**config.mk**
```make
export PLATFORM = sky130hd
export DESIGN_NAME = refsel_mode_ctrl
export DESIGN_NICKNAME = d
export VERILOG_FILES = /design/src/rtl/refsel_pkg.sv /design/src/rtl/refsel_manual_pick.sv /design/src/rtl/refsel_auto_pick.sv /design/src/rtl/refsel_fsm.sv /design/src/rtl/refsel_mode_ctrl.sv
export SDC_FILE = /design/constraint.sdc
export NUM_CORES = 1
export LEC_CHECK = 0
export ABC_CLOCK_PERIOD_IN_PS = 4400
export CAP_MARGIN = 20
export CORE_ASPECT_RATIO = 0.9
export CORE_MARGIN = 2
export CORE_UTILIZATION = 30
export DETAILED_ROUTE_END_ITERATION = 8
export GPL_ROUTABILITY_DRIVEN = 0
export PLACE_DENSITY = 0.61
export SLEW_MARGIN = 10
export SYNTH_ARGS = -nofsm -noshare
export SYNTH_HDL_FRONTEND = slang
export SYNTH_SLANG_ARGS = --single-unit
export TNS_END_PERCENT = 100
```
**constraint.sdc**
```tcl
create_clock -name clk -period 4.4 [get_ports clk]
set_clock_uncertainty 0.05 [all_clocks]
set_input_delay 0.88 -clock clk [delete_from_list [all_inputs] [get_ports clk]]
set_output_delay 0.88 -clock clk [all_outputs]
set_load 0.01 [all_outputs]
```
**src/rtl/refsel_pkg.sv**
```systemverilog
`timescale 1ns/1ps
// Package: shared types for the reference selection mode controller.
// Assumes a two-bit mode field in which one code means automatic selection.
package refsel_pkg;

    // Loop control states; encoding is internal only.
    typedef enum logic [1:0] {
        ST_FREERUN  = 2'd0,
        ST_NORMAL   = 2'd1,
        ST_HOLDOVER = 2'd2,
        ST_TIECORR  = 2'd3
    } loop_state_t;

    // Mode-select code that enables automatic reference choice.
    localparam logic [1:0] MODE_AUTO = 2'b11;

endpackage

```
**src/rtl/refsel_manual_pick.sv**
```systemverilog
`timescale 1ns/1ps
// Module: refsel_manual_pick
// Maps the manual select pins to a reference index and reports whether
// that reference is currently valid. Codes at or above the last index
// all map to the last (tertiary) reference.
// Assumes NUM_REFS >= 2 and that fail flags are already qualified.
module refsel_manual_pick #(
    parameter int NUM_REFS = 3,
    parameter int SEL_W    = 2,
    localparam int IDX_W   = $clog2(NUM_REFS)
) (
    input  logic [SEL_W-1:0]    sel_i,
    input  logic [NUM_REFS-1:0] fail_i,
    output logic [IDX_W-1:0]    want_o,
    output logic                ok_o
);
    localparam int LAST = NUM_REFS - 1;

    // Clamp the select code to the highest reference and look up its flag.
    always_comb begin
        if (int'(sel_i) >= LAST) begin
            want_o = IDX_W'(LAST);
        end else begin
            want_o = IDX_W'(sel_i);
        end
        ok_o = !fail_i[want_o];
    end

endmodule

```
**src/rtl/refsel_auto_pick.sv**
```systemverilog
`timescale 1ns/1ps
// Module: refsel_auto_pick
// Automatic choice between the primary (index 0) and secondary (index 1)
// references. It keeps the current one while valid (non-revertive). From
// the tertiary it prefers the primary. When nothing is valid it reports
// the current index with ok_o low, so the caller keeps its index.
// Assumes NUM_REFS >= 3; the tertiary is the last index and never chosen.
module refsel_auto_pick #(
    parameter int NUM_REFS = 3,
    localparam int IDX_W   = $clog2(NUM_REFS)
) (
    input  logic [IDX_W-1:0]    cur_i,
    input  logic [NUM_REFS-1:0] fail_i,
    output logic [IDX_W-1:0]    want_o,
    output logic                ok_o
);
    localparam int PRI = 0;
    localparam int SEC = 1;
    localparam int TER = NUM_REFS - 1;

    logic [IDX_W-1:0] other_idx;

    // The alternative between primary and secondary.
    always_comb begin
        other_idx = (cur_i == IDX_W'(PRI)) ? IDX_W'(SEC) : IDX_W'(PRI);
    end

    // Priority / non-revertive decision.
    always_comb begin
        want_o = cur_i;
        ok_o   = 1'b0;
        if (cur_i == IDX_W'(TER)) begin
            if (!fail_i[PRI]) begin
                want_o = IDX_W'(PRI);
                ok_o   = 1'b1;
            end else if (!fail_i[SEC]) begin
                want_o = IDX_W'(SEC);
                ok_o   = 1'b1;
            end
        end else if (!fail_i[cur_i]) begin
            ok_o = 1'b1;
        end else if (!fail_i[other_idx]) begin
            want_o = other_idx;
            ok_o   = 1'b1;
        end
    end

endmodule

```
**src/rtl/refsel_fsm.sv**
```systemverilog
`timescale 1ns/1ps
// Module: refsel_fsm
// Loop control state machine. It takes a wanted reference and its
// validity from the pick logic and holds the active index and the state.
// Assumes want_i/want_ok_i are stable around the clock edge.
module refsel_fsm #(
    parameter int NUM_REFS = 3,
    localparam int IDX_W   = $clog2(NUM_REFS)
) (
    input  logic             clk,
    input  logic             rst_n,
    input  logic [IDX_W-1:0] want_i,
    input  logic             want_ok_i,
    input  logic             hitless_i,
    output logic [IDX_W-1:0] active_o,
    output logic             holdover_o,
    output logic             tie_strobe_o
);
    import refsel_pkg::*;

    loop_state_t      st_q, st_d;
    logic [IDX_W-1:0] act_q, act_d;

    // State and active-index registers with synchronous reset.
    always_ff @(posedge clk) begin
        if (!rst_n) begin
            st_q  <= ST_FREERUN;
            act_q <= '0;
        end else begin
            st_q  <= st_d;
            act_q <= act_d;
        end
    end

    // Next-state and next-index decision.
    always_comb begin
        st_d  = st_q;
        act_d = act_q;
        case (st_q)
            ST_FREERUN: begin
                act_d = want_i;
                if (want_ok_i) st_d = ST_NORMAL;
            end
            ST_NORMAL: begin
                if (!(want_ok_i && want_i == act_q)) begin
                    act_d = want_i;
                    st_d  = want_ok_i ? ST_TIECORR : ST_HOLDOVER;
                end
            end
            ST_HOLDOVER: begin
                act_d = want_i;
                if (want_ok_i) st_d = hitless_i ? ST_TIECORR : ST_NORMAL;
            end
            default: begin
                st_d = ST_NORMAL;
            end
        endcase
    end

    // Outputs decoded from registered state.
    always_comb begin
        active_o     = act_q;
        holdover_o   = (st_q == ST_FREERUN) || (st_q == ST_HOLDOVER);
        tie_strobe_o = (st_q == ST_TIECORR);
    end

endmodule

```
**src/rtl/refsel_mode_ctrl.sv**
```systemverilog
`timescale 1ns/1ps
// Module: refsel_mode_ctrl (top)
// Reference selection mode controller. It routes either the manual or the
// automatic pick into the loop state machine and reports the selection.
// Assumes all inputs are synchronous to clk and the fail flags are
// already qualified by an upstream monitor.
module refsel_mode_ctrl #(
    parameter int NUM_REFS = 3,
    parameter int SEL_W    = 2,
    localparam int IDX_W   = $clog2(NUM_REFS)
) (
    input  logic                clk,
    input  logic                rst_n,
    input  logic [1:0]          mode_sel_i,
    input  logic [SEL_W-1:0]    ref_sel_i,
    input  logic [NUM_REFS-1:0] ref_fail_i,
    input  logic                hitless_i,
    output logic [IDX_W-1:0]    active_ref_o,
    output logic                holdover_o,
    output logic [SEL_W-1:0]    ref_rpt_o,
    output logic                tie_strobe_o
);
    import refsel_pkg::*;

    logic             auto_mode;
    logic [IDX_W-1:0] man_want, auto_want, want;
    logic             man_ok, auto_ok, want_ok;
    logic [IDX_W-1:0] active;

    refsel_manual_pick #(.NUM_REFS(NUM_REFS), .SEL_W(SEL_W)) man_i (
        .sel_i  (ref_sel_i),
        .fail_i (ref_fail_i),
        .want_o (man_want),
        .ok_o   (man_ok)
    );

    refsel_auto_pick #(.NUM_REFS(NUM_REFS)) auto_i (
        .cur_i  (active),
        .fail_i (ref_fail_i),
        .want_o (auto_want),
        .ok_o   (auto_ok)
    );

    // Choose the pick source from the mode field.
    always_comb begin
        auto_mode = (mode_sel_i == MODE_AUTO);
        want      = auto_mode ? auto_want : man_want;
        want_ok   = auto_mode ? auto_ok   : man_ok;
    end

    refsel_fsm #(.NUM_REFS(NUM_REFS)) fsm_i (
        .clk          (clk),
        .rst_n        (rst_n),
        .want_i       (want),
        .want_ok_i    (want_ok),
        .hitless_i    (hitless_i),
        .active_o     (active),
        .holdover_o   (holdover_o),
        .tie_strobe_o (tie_strobe_o)
    );

    // Report the active index in automatic mode, echo the pins otherwise.
    always_comb begin
        active_ref_o = active;
        ref_rpt_o    = auto_mode ? SEL_W'(active) : ref_sel_i;
    end

endmodule

```
==> results of run 1 <==
==> kinds of logic (layout without fill, tap and decap cells) <==
kind of cell / count (synthesis) / after routing / share of synthesized area [%]
DFF: 4 / 4 / 17.0
adders and majority gates: 4 / 4 / 10.6
muxes: 1 / 1 / 2.39
and+or+nand+nor: 28 / 28 / 33.5
buffers and inverters: 3 / 20 / 2.66
AOI/OAI and AO/OA: 19 / 19 / 33.8
==> state kept, by name, indices dropped and copies added (netlist names) <==
signal / flops
fsm_i.active_o: 2
fsm_i.st_q: 2
==> through the flow <==
stage	setup WS, ns	utilization, %	area, um^2	hold slack [ns]	power [mW]
4_1_cts	1.17	44.9	657	0.520	0.219
3_3_place_gp	1.18	43.3	634	0.466	0.172
6_report	1.17	44.9	657	0.510	0.216
2_1_floorplan	2.20	-	470	0.431	0.129
5_1_grt	1.12	44.9	657	0.530	0.233
3_5_place_dp	1.17	43.3	634	0.517	0.171
==> report_power, final <==
part / total [mW] / internal [mW] / switching [mW]
logic: 0.113 / 0.0628 / 0.0499
clock network: 0.0452 / 0.0305 / 0.0147
registers: 0.0579 / 0.0448 / 0.0131
==> metal layers <==
layer | wire length, um | share of wire [%]
met4 | 0 | 0
met3 | 6 | 0.56
met2 | 504 | 47
met5 | 0 | 0
met1 | 558 | 52
==> critical path, delay by kind of cell <==
kind                   cells  cell delay [ns]
and+or+nand+nor            3             0.34
buffers and inverters      2             1.07
==> layout by cell type, fill, tap and decap left out, drive strengths merged, types with 2 or more instances in the layout <==
cell / count
nor2b: 2
clkbuf: 3
clkdlybuf4s50: 15
a21bo: 2
ha: 4
nand2: 8
o22ai: 2
o21ai: 7
dfxtp: 4
nand3: 3
nor2: 4
inv: 2
or3: 2
nand2b: 2
and2: 2
a21boi: 3
==> area by class of cell <==
cell class	count	share of cell area (%)
Inverter	2	1.14
Timing Repair Buffer	15	22.9
Clock buffer	3	3.43
Sequential cell	4	12.2
Multi-Input combinational cell	52	57.5
Tap cell	15	2.86
==> worst max-delay path by stage <==
stage,endpoint,cells after the start
4_1_cts,ref_rpt_o[1],5
5_1_grt,ref_rpt_o[1],5
3_5_place_dp,ref_rpt_o[1],5
3_3_place_gp,ref_rpt_o[1],5
6_report,ref_rpt_o[1],5
2_1_floorplan,fsm_i.st_q[1],5
==> flow_metrics.tcl, run 1 <==
set metrics [dict create \
    arrival_ns 2.30 \
    synth_edf_count 0 \
    post_cts_buffers 0 \
    clockBufferDepth 2 \
    core_area_um2 1460 \
    ys_seq_area_share_pct 17.0 \
    placed_cells 88 \
    yosysTopAreaCell "dfxtp_1" \
    grt_usage_pct 12.7 \
    n_fill_cell 147 \
    multi_input_area_um2 378 \
    yosysMostFrequentCell "nand2_1" \
    worstSetupPathType "input port to output pin" \
    postRouteAntennaNets 0 \
    nets 92 \
    drt-total-wl_um 1070 \
    cts-buffers-inserted 3 \
    htree_levels 1 \
    cts_resized 0 \
    tightestPinTransition_ns 0.327 \
    vias 467 \
    ios 16 \
    total_leakage_power_nw 0.257 \
    synth_top_area_share_pct 17.0 \
    synthesis.yosys.warnings 0 \
    synth_seq_cells 4 \
    ys_types 31 \
    port_buffers 15 \
    min_from "fsm_i.st_q[1]" \
    crit_required_ns 3.47 \
    yosys-top-cells-count "nand2_1 (8), o21ai_0 (6), dfxtp_1 (4), ha_1 (4), nor2_1 (4)" \
    crit_slowest_cell "clkdlybuf4s50_1" \
    final-hold-violation-count 0 \
    worstSetupEndpointType "output pin" \
    hp-class "flip-flop to flip-flop" \
    rows 13 \
    fmax_mhz 310 \
    syn_area_per_cell_um2 7.97 \
    cts.sinks 4 \
    ys_top_cells_by_area "dfxtp_1 (17%), ha_1 (11%), o21ai_0 (6.4%)" \
    syn-num-nets 73 \
    avgViaCountPerCell 5.13 \
    grt_overflow 0 \
    use_met1_pct 17.6 \
    gr-usage-met3_pct 2.61 \
    regArea_um2 80.1 \
    crit_path_start "mode_sel_i[1]" \
    hold_end "fsm_i.st_q[1]" \
    tritoncts "built" \
    worstRegToRegCells 6 \
    cp_slowest_stage_delay_ns 0.55 \
    peakVddDrop_uv 102 \
    start_util_pct 32.1 \
    drive_gt1_share_pct 18.4 \
    finalMaxSlewViolations 0 \
    first_pass_iters 4 \
    drv_cap 0 \
    setup-violations-final 0 \
    use_met2_pct 17.2 \
    ys.flop_type "dfxtp_1" \
    clock_latency_ns 0.23 \
    diodes 0 \
    crit_chain "clkdlybuf4s50_1 > and2_4 > nand2_1 > nand2_1 > clkdlybuf4s50_1" \
    whs_path_depth 2 \
    regToRegSetupSlack_ns 2.41 \
    rsz0062_at_grt "false" \
    dpl.hpwl_um 906 \
    power_density_nw_per_um2 329 \
    critPathMaxFanout 6 \
    syn-cell-area_um2 470 \
    grt_pass1_wl_um 1780 \
    routedWlPerCell_um 11.7 \
    reg2reg_from "fsm_i.st_q[0]" \
    synth-async-reset-ratio_pct 0 \
    area_growth_pct 39.6 \
    fin_crit_sh_pct 73.3 \
    postCtsHoldBufs 0 \
    die_h_um 41.6 \
    drc_errors 0 \
    reg2reg_to "fsm_i.st_q[1]" \
    instances_no_fill 91 \
    die-area_um2 1900 \
    start_kind "input port" \
    antenna_found_initial 0 \
    die_w_um 45.7 \
    clk_pin_slew_ns 0.04 \
    grt_max_degree 11 \
    grt.busiest_layer "met1" \
    grt_pass1_vias 417 \
    synthCells 59 \
    setup_tns_ns 0 \
    outcome "finished, final reports clean" \
    root_buffer "clkbuf_4" \
    drtIter0Drc 4 \
    min_period_ns 3.23 \
    slew_headroom_pct 78.2 \
]
(Power assumes the default switching activity.)
==> run 2: changes to the inputs <==
ABC_CLOCK_PERIOD_IN_PS = 3200   (was 4400)
clock period = 3.2 ns   (was 4.4 ns; I/O delays follow)
==> run 2 against run 1 <==
Net effect: wire length fell by 2.2%; register-to-register slack got worse by 1.2 ns; flip-flop and latch count unchanged; critical path depth unchanged; power rose by 38%.
==> flow_metrics.tcl, run 2 (synthesis gave the netlist of run 1 again) <==
set metrics [dict create \
    outcome "finished, final reports clean" \
    slew_headroom_pct 77.7 \
    regArea_um2 80.1 \
    regToRegSetupSlack_ns 1.21 \
    die_h_um 41.6 \
    clk_pin_slew_ns 0.04 \
    fin_hold_ws_ns 0.516 \
    post_cts_buffers 0 \
    worst_slack_ns 0.456 \
    root_buffer "clkbuf_4" \
    die_w_um 45.7 \
    fmax_mhz 364 \
    n_fill_cell 151 \
    cts-buffers-inserted 3 \
    worstSetupEndpointType "output pin" \
    min_period_ns 2.74 \
    use_met1_pct 18.1 \
    core_area_um2 1460 \
    ios 16 \
    port_buffers 15 \
    hp-class "flip-flop to flip-flop" \
    worstSetupPathType "input port to output pin" \
    layout.cells.most_common_list "clkdlybuf4s50_1 (15), nand2_1 (8), o21ai_0 (6)" \
    tritoncts "built" \
    dpl-instance-area_um2 634 \
    dp_worst_setup_slack_ns 0.459 \
    reg2reg_from "fsm_i.st_q[0]" \
    fin_crit_sh_pct 85.8 \
    crit_slowest_cell "clkdlybuf4s50_1" \
    setup_tns_ns 0 \
    drc_errors 0 \
    grt_usage_pct 12.9 \
    rows 13 \
    worstRegToRegCells 6 \
    clockBufferDepth 2 \
    avgViaCountPerCell 5.08 \
    drtIter0Drc 10 \
    cts_resized 0 \
    p_clk_share_pct 20.9 \
    area_growth_pct 39.6 \
    total_leakage_power_nw 0.257 \
    first_pass_iters 4 \
    switching_power_uw 107 \
    power_uw 297 \
    rsz0062_at_grt "false" \
    power_density_nw_per_um2 453 \
    drt-total-wl_um 1050 \
    clock_latency_ns 0.23 \
    drive_gt1_share_pct 18.4 \
    drv_cap 0 \
    finalMaxSlewViolations 0 \
    final_common_cell "clkdlybuf4s50_1" \
    multi_input_area_um2 378 \
    grt.busiest_layer "met1" \
    use_met2_pct 16.9 \
    crit_end "ref_rpt_o[1]" \
    power_frac_comb_pct 52.2 \
    final-hold-violation-count 0 \
    start_kind "input port" \
    routedWlPerCell_um 11.5 \
    swShare_pct 36.1 \
    crit_chain "clkdlybuf4s50_1 > and2_4 > nand2_1 > nand2_1 > clkdlybuf4s50_1" \
    worst-path-stages 5 \
    vias 462 \
    start_util_pct 32.1 \
    critPathMaxFanout 6 \
    postRouteAntennaNets 0 \
    die-area_um2 1900 \
    sequentialPowerShare_pct 27.0 \
    setup-violations-final 0 \
    peakVddDrop_uv 151 \
    grt_pass1_vias 419 \
    path_buf_inv 2 \
    cts.sinks 4 \
    diodes 0 \
    gr-usage-met3_pct 2.61 \
    grt_overflow 0 \
    p_int_uw 190 \
    reg2reg_to "fsm_i.st_q[1]" \
    htree_levels 1 \
    grt_max_degree 11 \
    postCtsHoldBufs 0 \
    grt_pass1_wl_um 1790 \
    arrival_ns 2.05 \
    cp_slowest_stage_delay_ns 0.55 \
    crit_required_ns 2.51 \
    dpl.hpwl_um 877 \
    tightestPinTransition_ns 0.334 \
    antenna_found_initial 0 \
    nets 92 \
    cpLargestDelayFamily "buffers and inverters" \
    final_area_um2 657 \
    crit_path_start "mode_sel_i[1]" \
]
## run 2: cell counts in the layout (fill, tap and decap cells not counted)
No cell type changed its count.
## run 2: tightest hold or removal path, delay by kind of cell, from the launching register on
kind	cells	cell delay [ns]
flops	1	0.34
compound gates	2	0.17
## run 2: worst min path at each step
stage                   from       endpoint  slack (ns)  cells past startpoint
4_1_cts        fsm_i.st_q[1]  fsm_i.st_q[1]        0.52                      2
3_3_place_gp   fsm_i.st_q[1]  fsm_i.st_q[1]        0.47                      2
6_report       fsm_i.st_q[1]  fsm_i.st_q[1]        0.52                      2
2_1_floorplan  fsm_i.st_q[1]  fsm_i.st_q[1]        0.43                      2
5_1_grt        fsm_i.st_q[1]  fsm_i.st_q[1]        0.53                      2
3_5_place_dp   fsm_i.st_q[1]  fsm_i.st_q[1]        0.51                      2
## run 2: power groups by stage
stage	Combinational (mW)	Sequential (mW)	Clock (mW)
after CTS	0.155	0.0804	0.0660
after floorplan	0.104	0.0731	0
after global placement	0.156	0.0814	0
after global routing	0.172	0.0829	0.0669
after detailed placement	0.153	0.0810	0
final	0.155	0.0802	0.0620
## run 2: metal layers
layer | vias to the layer above | wire [um]
li1 | 250 | -
met1 | 207 | 544
met2 | 5 | 492
met3 | 0 | 8
met4 | 0 | 0
met5 | - | 0
## run 2: metrics by stage
| stage | std cells | util [%] |
|---|---|---|
| 6_report | 91 | 44.9 |
| 4_1_cts | 91 | 44.9 |
| 5_1_grt | 91 | 44.9 |
| 3_3_place_gp | 88 | 43.3 |
| 3_5_place_dp | 88 | 43.3 |
| 2_1_floorplan | 59 | - |
## run 2: final cells by class
type / instances / area share [%]
clock buffers: 3 / 3.43
inverters: 2 / 1.14
multi-input cells: 52 / 57.5
flip-flops and latches: 4 / 12.2
well taps: 15 / 2.86
repair buffers: 15 / 22.9
==> run 3: changes to the inputs <==
SETUP_SLACK_MARGIN = 0.4   (was unset)
==> run 3 against run 2 <==
Net effect: clock-buffer cell count did not move; sequential share of layout area fell by 0.092 points; worst hold slack about the same; die area did not move; maximum frequency increased by 0.38%; sequential power hardly changed; critical path type unchanged; critical endpoint unchanged.
==> flow_metrics.tcl, run 3 (synthesis gave the netlist of run 1 again) <==
set metrics [dict create \
    grt_usage_pct 12.9 \
    tritoncts "built" \
    clockBufferDepth 2 \
    worst-path-stages 4 \
    total_leakage_power_nw 0.276 \
    postRouteAntennaNets 0 \
    grt_overflow 0 \
    reg2reg_to "fsm_i.st_q[1]" \
    setup_tns_ns 0 \
    power_frac_comb_pct 52.2 \
    die_w_um 45.7 \
    diodes 0 \
    worstSetupPathType "input port to output pin" \
    switching_power_uw 108 \
    postCtsHoldBufs 0 \
    rows 13 \
    cp_slowest_stage_delay_ns 0.56 \
    cp_common_cell "clkdlybuf4s50_1" \
    path_buf_inv 2 \
    worstRegToRegCells 6 \
    drtIter0Drc 9 \
    first_pass_iters 4 \
    cpLargestDelayFamily "buffers and inverters" \
    fin_crit_sh_pct 85.4 \
    p_int_uw 190 \
    grt_pass1_wl_um 1790 \
    arrival_ns 2.04 \
    p_clk_share_pct 20.9 \
    peakVddDrop_uv 151 \
    layout.cells.most_common_list "clkdlybuf4s50_1 (13), nand2_1 (8), o21ai_0 (6)" \
    min_period_ns 2.73 \
    crit_chain "clkdlybuf4s50_1 > a21bo_4 > nand2_1 > clkdlybuf4s50_1" \
    drive_gt1_share_pct 18.4 \
    antenna_found_initial 0 \
    hp-class "flip-flop to flip-flop" \
    worstSetupEndpointType "output pin" \
    routedWlPerCell_um 11.7 \
    drt-total-wl_um 1060 \
    regToRegSetupSlack_ns 1.21 \
    clk_pin_slew_ns 0.04 \
    drv_cap 0 \
    port_buffers 15 \
    finalMaxSlewViolations 0 \
    swShare_pct 36.2 \
    setup-violations-final 0 \
    start_util_pct 32.1 \
    crit_path_start "ref_sel_i[1]" \
    dp_worst_setup_slack_ns 0.459 \
    dpl.hpwl_um 877 \
    die-area_um2 1900 \
    power_uw 297 \
    slew_headroom_pct 77.8 \
    core_area_um2 1460 \
    fin_hold_ws_ns 0.516 \
    final-hold-violation-count 0 \
    crit_end "ref_rpt_o[1]" \
    drc_errors 0 \
    vias 460 \
    fmax_mhz 366 \
    start_kind "input port" \
    reg2reg_from "fsm_i.st_q[0]" \
    rsz0062_at_grt "false" \
    tightestPinTransition_ns 0.332 \
    die_h_um 41.6 \
    grt_max_degree 11 \
    critPathMaxFanout 5 \
    final_common_cell "clkdlybuf4s50_1" \
    sequentialPowerShare_pct 27.0 \
    area_growth_pct 40.7 \
    cts.sinks 4 \
    grt_pass1_vias 419 \
    worst_slack_ns 0.466 \
    clock_latency_ns 0.23 \
    crit_slowest_cell "clkdlybuf4s50_1" \
    crit_required_ns 2.51 \
    avgViaCountPerCell 5.05 \
    outcome "finished, final reports clean" \
    nets 92 \
    power_density_nw_per_um2 449 \
    ios 16 \
    cts-buffers-inserted 3 \
    htree_levels 1 \
    root_buffer "clkbuf_4" \
]
-- run 3: worst min-delay path: stages, from the launching register on --
cell,delay [ns]
dfxtp_1,0.34
o21ai_0,0.09
a21boi_1,0.08
-- run 3: per-stage QoR --
stage | cells | area, um^2 | utilization (%)
floorplan | 59 | 470 | -
global placement | 88 | 634 | 43.3
detailed placement | 88 | 634 | 43.3
CTS | 91 | 657 | 44.9
global route | 91 | 662 | 45.2
finish | 91 | 662 | 45.2
-- run 3: what timing repair did --
item                       4_1_cts  5_1_grt
setup endpoints to repair        0        1
buffers inserted                 0        0
gates resized for setup          0        2
-- run 3: cell type report --
class | count | area, um^2
Fill cell | 150 | 802
Multi-Input combinational cell | 52 | 378
Sequential cell | 4 | 80.1
Tap cell | 15 | 18.8
Inverter | 2 | 7.51
Clock buffer | 3 | 22.5
Timing Repair Buffer | 15 | 155
-- run 3: power by group through the flow --
stage / clock network [mW] / logic (mW) / registers [mW]
after floorplan: 0 / 0.104 / 0.0731
after global placement: 0 / 0.156 / 0.0814
after detailed placement: 0 / 0.153 / 0.0810
after CTS: 0.0660 / 0.155 / 0.0804
after global routing: 0.0669 / 0.171 / 0.0829
final: 0.0620 / 0.155 / 0.0801
-- run 3: how the worst min path moves through the flow --
stage               depth (start not counted)  slack, ns          start             to
floorplan                                   2       0.43  fsm_i.st_q[1]  fsm_i.st_q[1]
global placement                            2       0.47  fsm_i.st_q[1]  fsm_i.st_q[1]
detailed placement                          2       0.51  fsm_i.st_q[1]  fsm_i.st_q[1]
CTS                                         2       0.52  fsm_i.st_q[1]  fsm_i.st_q[1]
global route                                2       0.53  fsm_i.st_q[1]  fsm_i.st_q[1]
finish                                      2       0.52  fsm_i.st_q[1]  fsm_i.st_q[1]
-- run 3: layer usage --
layer | vias up | track usage (%) | wire length [um]
met5 | - | 0 | 0
met4 | 0 | 9.14 | 0
met3 | 0 | 2.61 | 4
met2 | 3 | 16.9 | 508
met1 | 208 | 18.1 | 551
li1 | 249 | - | -
